===== config.mk =====
export PLATFORM = sky130hd
export DESIGN_NAME = bank_timing_sel
export DESIGN_NICKNAME = d
export VERILOG_FILES = /design/src/rtl/bts_pkg.sv /design/src/rtl/bts_delay_sel.sv /design/src/rtl/bts_map_reg.sv /design/src/rtl/bts_bank_fsm.sv /design/src/rtl/bank_timing_sel.sv
export SDC_FILE = /design/constraint.sdc
export NUM_CORES = 1
export LEC_CHECK = 0
export BUFFER_PORTS_ARGS = -buffer_cell sky130_fd_sc_hd__buf_2
export CAP_MARGIN = 20
export CORE_MARGIN = 8
export CORE_UTILIZATION = 62
export CTS_CLUSTER_SIZE = 8
export DETAILED_ROUTE_END_ITERATION = 10
export HOLD_SLACK_MARGIN = 0.08
export PLACE_DENSITY = 0.81
export SYNTH_ARGS = -nofsm -noshare
export SYNTH_HDL_FRONTEND = slang
export SYNTH_SLANG_ARGS = --single-unit

===== constraint.sdc =====
create_clock -name clk -period 3.1 [get_ports clk]
set_clock_uncertainty 0.2 [all_clocks]
set_input_delay 0.465 -clock clk [delete_from_list [all_inputs] [get_ports clk]]
set_output_delay 0.465 -clock clk [all_outputs]
set_load 0.02 [all_outputs]

===== src/rtl/bts_pkg.sv =====
package bts_pkg;

    typedef enum logic [1:0] {
        CMD_NOP = 2'd0,
        CMD_ACT = 2'd1,
        CMD_RD  = 2'd2,
        CMD_PRE = 2'd3
    } bts_cmd_e;

    typedef enum logic [1:0] {
        BK_IDLE,
        BK_ACT_WAIT,
        BK_OPEN,
        BK_PRE_WAIT
    } bts_bank_state_e;

endpackage


===== src/rtl/bts_delay_sel.sv =====
module bts_delay_sel #(
    parameter int NUM_BANKS = 8,
    parameter int CNT_W     = 8,
    parameter int RCD_BASE  = 50,
    parameter int RP_BASE   = 50,
    parameter int STEP_CYC  = 10,
    parameter int RCD_STEPS = 2,
    parameter int RP_STEPS  = 2
) (
    input  logic [NUM_BANKS-1:0]            map_q,
    output logic [NUM_BANKS-1:0][CNT_W-1:0] rcd_dly,
    output logic [NUM_BANKS-1:0][CNT_W-1:0] rp_dly
);

    localparam int RCD_LONG = RCD_BASE + RCD_STEPS * STEP_CYC;
    localparam int RP_LONG  = RP_BASE + RP_STEPS * STEP_CYC;
    localparam logic [CNT_W-1:0] RCD_S = CNT_W'(RCD_BASE);
    localparam logic [CNT_W-1:0] RCD_L = CNT_W'(RCD_LONG);
    localparam logic [CNT_W-1:0] RP_S  = CNT_W'(RP_BASE);
    localparam logic [CNT_W-1:0] RP_L  = CNT_W'(RP_LONG);

    for (genvar b = 0; b < NUM_BANKS; b++) begin : g_sel
        always_comb begin
            rcd_dly[b] = map_q[b] ? RCD_L : RCD_S;
            rp_dly[b]  = map_q[b] ? RP_L  : RP_S;
        end
    end

endmodule


===== src/rtl/bts_map_reg.sv =====
module bts_map_reg #(
    parameter int NUM_BANKS = 8
) (
    input  logic                 clk,
    input  logic                 rst_n,
    input  logic                 map_wr,
    input  logic [NUM_BANKS-1:0] err_map,
    input  logic                 all_idle,
    output logic [NUM_BANKS-1:0] map_q
);

    always_ff @(posedge clk) begin
        if (!rst_n) begin
            map_q <= '0;
        end else if (map_wr && all_idle) begin
            map_q <= err_map;
        end
    end

    // the map only moves after a cycle with every bank precharged
    p_map_only_idle_r7: assert property (@(posedge clk) disable iff (!rst_n)
        !$stable(map_q) |-> $past(all_idle) && $past(map_wr));

endmodule


===== src/rtl/bts_bank_fsm.sv =====
module bts_bank_fsm
    import bts_pkg::*;
#(
    parameter int CNT_W = 8
) (
    input  logic             clk,
    input  logic             rst_n,
    input  logic             cmd_hit,
    input  bts_cmd_e         cmd,
    input  logic [CNT_W-1:0] rcd_dly,
    input  logic [CNT_W-1:0] rp_dly,
    output logic             ready,
    output logic             open,
    output logic             idle,
    output logic             viol
);

    bts_bank_state_e  state_q, state_d;
    logic [CNT_W-1:0] cnt_q, cnt_d;
    logic             bad;
    logic             viol_q;

    // state register
    always_ff @(posedge clk) begin
        if (!rst_n) begin
            state_q <= BK_IDLE;
            cnt_q   <= '0;
        end else begin
            state_q <= state_d;
            cnt_q   <= cnt_d;
        end
    end

    // next state
    always_comb begin
        state_d = state_q;
        cnt_d   = cnt_q;
        bad     = 1'b0;
        unique case (state_q)
            BK_IDLE: begin
                if (cmd_hit && cmd == CMD_ACT) begin
                    state_d = BK_ACT_WAIT;
                    cnt_d   = rcd_dly - 1'b1;
                end else if (cmd_hit && cmd == CMD_RD) begin
                    bad = 1'b1;
                end
            end
            BK_ACT_WAIT: begin
                if (cmd_hit && (cmd == CMD_ACT || cmd == CMD_RD)) begin
                    bad = 1'b1;
                end
                if (cnt_q == '0) begin
                    state_d = BK_OPEN;
                end else begin
                    cnt_d = cnt_q - 1'b1;
                end
            end
            BK_OPEN: begin
                if (cmd_hit && cmd == CMD_PRE) begin
                    state_d = BK_PRE_WAIT;
                    cnt_d   = rp_dly - 1'b1;
                end else if (cmd_hit && cmd == CMD_ACT) begin
                    bad = 1'b1;
                end
            end
            BK_PRE_WAIT: begin
                if (cmd_hit && (cmd == CMD_ACT || cmd == CMD_RD)) begin
                    bad = 1'b1;
                end
                if (cnt_q == '0) begin
                    state_d = BK_IDLE;
                end else begin
                    cnt_d = cnt_q - 1'b1;
                end
            end
            default: state_d = BK_IDLE;
        endcase
    end

    // sticky violation flag
    always_ff @(posedge clk) begin
        if (!rst_n) begin
            viol_q <= 1'b0;
        end else if (bad) begin
            viol_q <= 1'b1;
        end
    end

    // outputs
    always_comb begin
        ready = 1'b0;
        open  = 1'b0;
        idle  = 1'b0;
        unique case (state_q)
            BK_IDLE:     begin ready = 1'b1; idle = 1'b1; end
            BK_OPEN:     begin ready = 1'b1; open = 1'b1; end
            BK_ACT_WAIT: ready = 1'b0;
            BK_PRE_WAIT: ready = 1'b0;
            default:     ready = 1'b0;
        endcase
        viol = viol_q;
    end

    // an accepted activate drops ready on the next cycle
    p_act_drops_ready_r2: assert property (@(posedge clk) disable iff (!rst_n)
        (cmd_hit && cmd == CMD_ACT && state_q == BK_IDLE) |=> !ready && !open);

    // an expired precharge count returns the bank to idle
    p_pre_done_idle_r4: assert property (@(posedge clk) disable iff (!rst_n)
        (state_q == BK_PRE_WAIT && cnt_q == '0) |=> ready && !open);

    // a read to an open bank keeps it open
    p_read_keeps_open_r5: assert property (@(posedge clk) disable iff (!rst_n)
        (cmd_hit && cmd == CMD_RD && open) |=> open && ready);

    // once set, the violation flag stays
    p_viol_sticky_r6: assert property (@(posedge clk) disable iff (!rst_n)
        viol |=> viol);

    // a precharge to an idle bank leaves it idle
    p_idle_pre_ignored_r9: assert property (@(posedge clk) disable iff (!rst_n)
        (cmd_hit && cmd == CMD_PRE && idle) |=> idle && $stable(viol));

endmodule


===== src/rtl/bank_timing_sel.sv =====
module bank_timing_sel
    import bts_pkg::*;
#(
    parameter int NUM_BANKS = 8,
    parameter int CNT_W     = 8,
    parameter int RCD_BASE  = 50,
    parameter int RP_BASE   = 50,
    parameter int STEP_CYC  = 10,
    parameter int RCD_STEPS = 2,
    parameter int RP_STEPS  = 2,
    localparam int BANK_W   = $clog2(NUM_BANKS)
) (
    input  logic                 clk,
    input  logic                 rst_n,
    input  logic                 cmd_valid,
    input  logic [1:0]           cmd_type,
    input  logic [BANK_W-1:0]    cmd_bank,
    input  logic                 map_wr,
    input  logic [NUM_BANKS-1:0] err_map,
    output logic [NUM_BANKS-1:0] bank_ready,
    output logic [NUM_BANKS-1:0] bank_open,
    output logic [NUM_BANKS-1:0] bank_viol
);

    logic [NUM_BANKS-1:0]            map_q;
    logic [NUM_BANKS-1:0]            idle_vec;
    logic [NUM_BANKS-1:0][CNT_W-1:0] rcd_dly;
    logic [NUM_BANKS-1:0][CNT_W-1:0] rp_dly;
    logic                            all_idle;
    bts_cmd_e                        cmd;

    assign all_idle = &idle_vec;
    assign cmd      = bts_cmd_e'(cmd_type);

    bts_map_reg #(.NUM_BANKS(NUM_BANKS)) u_map (
        .clk      (clk),
        .rst_n    (rst_n),
        .map_wr   (map_wr),
        .err_map  (err_map),
        .all_idle (all_idle),
        .map_q    (map_q)
    );

    bts_delay_sel #(
        .NUM_BANKS (NUM_BANKS),
        .CNT_W     (CNT_W),
        .RCD_BASE  (RCD_BASE),
        .RP_BASE   (RP_BASE),
        .STEP_CYC  (STEP_CYC),
        .RCD_STEPS (RCD_STEPS),
        .RP_STEPS  (RP_STEPS)
    ) u_dly (
        .map_q   (map_q),
        .rcd_dly (rcd_dly),
        .rp_dly  (rp_dly)
    );

    for (genvar b = 0; b < NUM_BANKS; b++) begin : g_bank
        logic hit;
        assign hit = cmd_valid && (cmd_bank == BANK_W'(b));

        bts_bank_fsm #(.CNT_W(CNT_W)) u_fsm (
            .clk     (clk),
            .rst_n   (rst_n),
            .cmd_hit (hit),
            .cmd     (cmd),
            .rcd_dly (rcd_dly[b]),
            .rp_dly  (rp_dly[b]),
            .ready   (bank_ready[b]),
            .open    (bank_open[b]),
            .idle    (idle_vec[b]),
            .viol    (bank_viol[b])
        );
    end

    // at most one bank can lose its ready bit per cycle
    p_single_bank_drop_r8: assert property (@(posedge clk) disable iff (!rst_n)
        $onehot0($past(bank_ready) & ~bank_ready));

    // without a valid command no bank starts counting
    p_no_cmd_no_drop_r10: assert property (@(posedge clk) disable iff (!rst_n)
        !cmd_valid |=> (bank_ready | ~$past(bank_ready)) == '1);

endmodule


==> flow_summary.json <==
{
  "combPwrFrac_pct": 52.1,
  "syn_area_mm2": 0.00628,
  "wl_per_cell_um": 15.9,
  "async_flop_share_pct": 0,
  "end_kind": "primary output",
  "synth_nets": 865,
  "tns_ns": 0,
  "intPower_w": 0.00300,
  "required_ns": 2.43,
  "core-area_mm2": 0.00982,
  "postCtsSetupRepairBufs": 0,
  "syn2layout_area_growth_pct": 4.46,
  "path_delay_family": "buffers and inverters",
  "path_cells": "ha_1 -> or2_2 -> inv_1 -> buf_2",
  "cts_hold_buf": 0,
  "place_hpwl_um": 11000,
  "ys_ff_latch": 96,
  "layout.nets": 868,
  "synthCells": 797,
  "finalCritPeriodShare_pct": 81.6,
  "p_switching_w": 0.00260,
  "fmax_ghz": 0.395,
  "gr-usage-all-layers_pct": 22.5,
  "critPathLaunchType": "flip-flop",
  "drive_gt1_share_pct": 12.0,
  "cts_tree": "done",
  "gp_congestion": 0.919,
  "dr_wl_met3_um": 968,
  "hp-class": "primary input to flip-flop",
  "outcome": "complete, no violations",
  "clock_latency_ns": 0.38,
  "yosysWarnings": 0,
  "ys_seq_area_share_pct": 30.6,
  "routed_wl_um": 14900,
  "p_clk_share_pct": 14.0,
  "ys.flop_type": "dfxtp_1",
  "leakagePower_nw": 2.61,
  "final_common_cell": "dfxtp_1",
  "die_w_um": 117,
  "cts_buffers": 9,
  "fin_util_pct": 66.8,
  "critPathMaxStageDelay_ns": 0.42,
  "rsz0062_at_grt": "no",
  "ir_drop_uv": 370,
  "ant_nets": 0,
  "initial_core_util_pct": 63.9,
  "root_buffer": "clkbuf_8",
  "ctsResizeCount": 0,
  "h-tree-depth": 3,
  "num_rows": 36,
  "ioPinCount": 41,
  "grt_overflow": 0,
  "tightest_slew_ns": 0.866,
  "cts.sinks": 96,
  "final_cell_mix": "96 x dfxtp_1, 84 x nand2_1, 76 x nor2_1",
  "synth_edf_count": 0,
  "final_hold_viol_count": 0,
  "p_per_area_mw_per_mm2": 854,
  "critical_path_arrival_ns": 1.86,
  "n_antenna_cell": 0,
  "cts_buffer_depth": 2,
  "grt_pass1_wl_um": 25100,
  "slew_headroom_pct": 42.0,
  "met1_length_um": 6540,
  "clkTransAtPathRegs_ns": 0.09,
  "cap_violations": 0,
  "rrSetupSlack_ns": 0.59,
  "grt_max_degree": 71,
  "multi_input_comb_area_mm2": 0.00387,
  "filler_cell_count": 836,
  "antenna_found_initial": 1,
  "crit_slowest_cell": "dfxtp_1",
  "first_pass_iters": 5,
  "dieHeight_um": 117,
  "instances_no_fill": 938,
  "dp_cells": 922,
  "crit_fanout": 10,
  "dieArea_mm2": 0.0136,
  "seq_area_mm2": 0.00192,
  "drc": 0,
  "port_buffers": 40,
  "finalSetupViolations": 0,
  "path_buf_inv": 2,
  "grt_pass1_vias": 5430,
  "drt_iter0_drc": 503,
  "period_minus_slack_ns": 2.53,
  "sw_frac_of_total_pct": 46.4,
  "route.top_layer_used": "met5",
  "wl_met2_um": 7050,
  "maxSlewViolCount": 0,
  "vias_per_cell": 6.28,
  "vias": 5895,
  "yosysUniqueCellTypes": 69,
  "p_seq_share_pct": 33.9,
  "crit_type": "flip-flop to primary output",
  "syn_avg_cell_area_um2": 7.88
}
worst min-delay path: cells and delay by family:
kind | cells | cell delay, ns
buffers and inverters | 1 | 0.07
and+or+nand+nor | 1 | 0.07
muxes | 1 | 0.05
cells in the mapped netlist (20+ instances only):
library cell  count  area share, %
ha_1             51             10
mux2i_1          22            3.5
o21ai_0          54            4.3
nand2_1          84            5.0
buf_4            24            2.9
a21oi_1          53            4.2
dfxtp_1          96             31
nor2_1           76            4.5
nand3_1          30            2.4
nor3_1           21            1.7
clkbuf_1         20            1.2
inv_1            39            2.3
sequential cells by signal, summed over array words and instances (netlist names):
signal and count:
g_bank.u_fsm.viol 8, g_bank.u_fsm.state_q 16, g_bank.u_fsm.cnt_q 64, u_map.map_q 8
stage by stage:
| stage | area, µm² | total power (W) | hold slack (ns) | setup slack [ns] |
|---|---|---|---|---|
| after floorplan | 6280 | 0.00419 | 0.207 | 0.922 |
| after global routing | 6560 | 0.00607 | 0.130 | 0.376 |
| final | 6560 | 0.00560 | 0.120 | 0.571 |
| after global placement | 6370 | 0.00467 | 0.221 | 0.391 |
| after detailed placement | 6370 | 0.00478 | 0.230 | 0.291 |
| after CTS | 6560 | 0.00557 | 0.112 | 0.559 |
metal layers:
layer	vias up	track usage (%)
li1	2873	-
met2	191	37.8
met1	2801	27.8
met4	2	10.2
met3	28	3.36
met5	-	0
power groups by stage:
stage | registers (W) | clock network, W | logic [W]
6_report | 0.00190 | 0.000782 | 0.00292
4_1_cts | 0.00188 | 0.000801 | 0.00289
2_1_floorplan | 0.00181 | 0 | 0.00238
3_3_place_gp | 0.00189 | 0 | 0.00277
3_5_place_dp | 0.00191 | 0 | 0.00287
5_1_grt | 0.00195 | 0.000841 | 0.00328
path summary, 6_finish.rpt:
path	startpoint	endpoint	cells past startpoint
worst min register to register	g_bank[2].u_fsm.cnt_q[7]$_SDFFE_PN0P_	g_bank[2].u_fsm.cnt_q[7]$_SDFFE_PN0P_	2
worst max-delay path	g_bank[5].u_fsm.state_q[0]$_SDFFE_PN0P_	bank_ready[5]	4
worst max register to register	g_bank[1].u_fsm.state_q[0]$_SDFFE_PN0P_	g_bank[1].u_fsm.cnt_q[6]$_SDFFE_PN0P_	8
worst min-delay path	err_map[7]	u_map.map_q[7]$_SDFFE_PN0P_	3
logic make-up (layout without fill, tap and decap cells):
group / count (synthesis) / in the layout / share of synthesized area (%)
compound gates: 233 / 233 / 24.7
xor+xnor: 1 / 1 / 0.140
fa+ha+maj: 51 / 51 / 10.2
buf+inv: 99 / 107 / 7.75
flops: 96 / 96 / 30.6
mux: 23 / 23 / 3.69
simple gates: 294 / 294 / 23.0
area by class of cell:
| cell class | count | share of cell area (%) |
|---|---|---|
| sequential | 96 | 29.3 |
| inverter | 44 | 2.52 |
| clock buffer | 11 | 2.31 |
| timing repair buffer | 47 | 3.85 |
| multi-input combinational | 602 | 59.0 |
| clock inverter | 5 | 0.477 |
| tap | 133 | 2.54 |
Power figures use the tool's default switching activity.
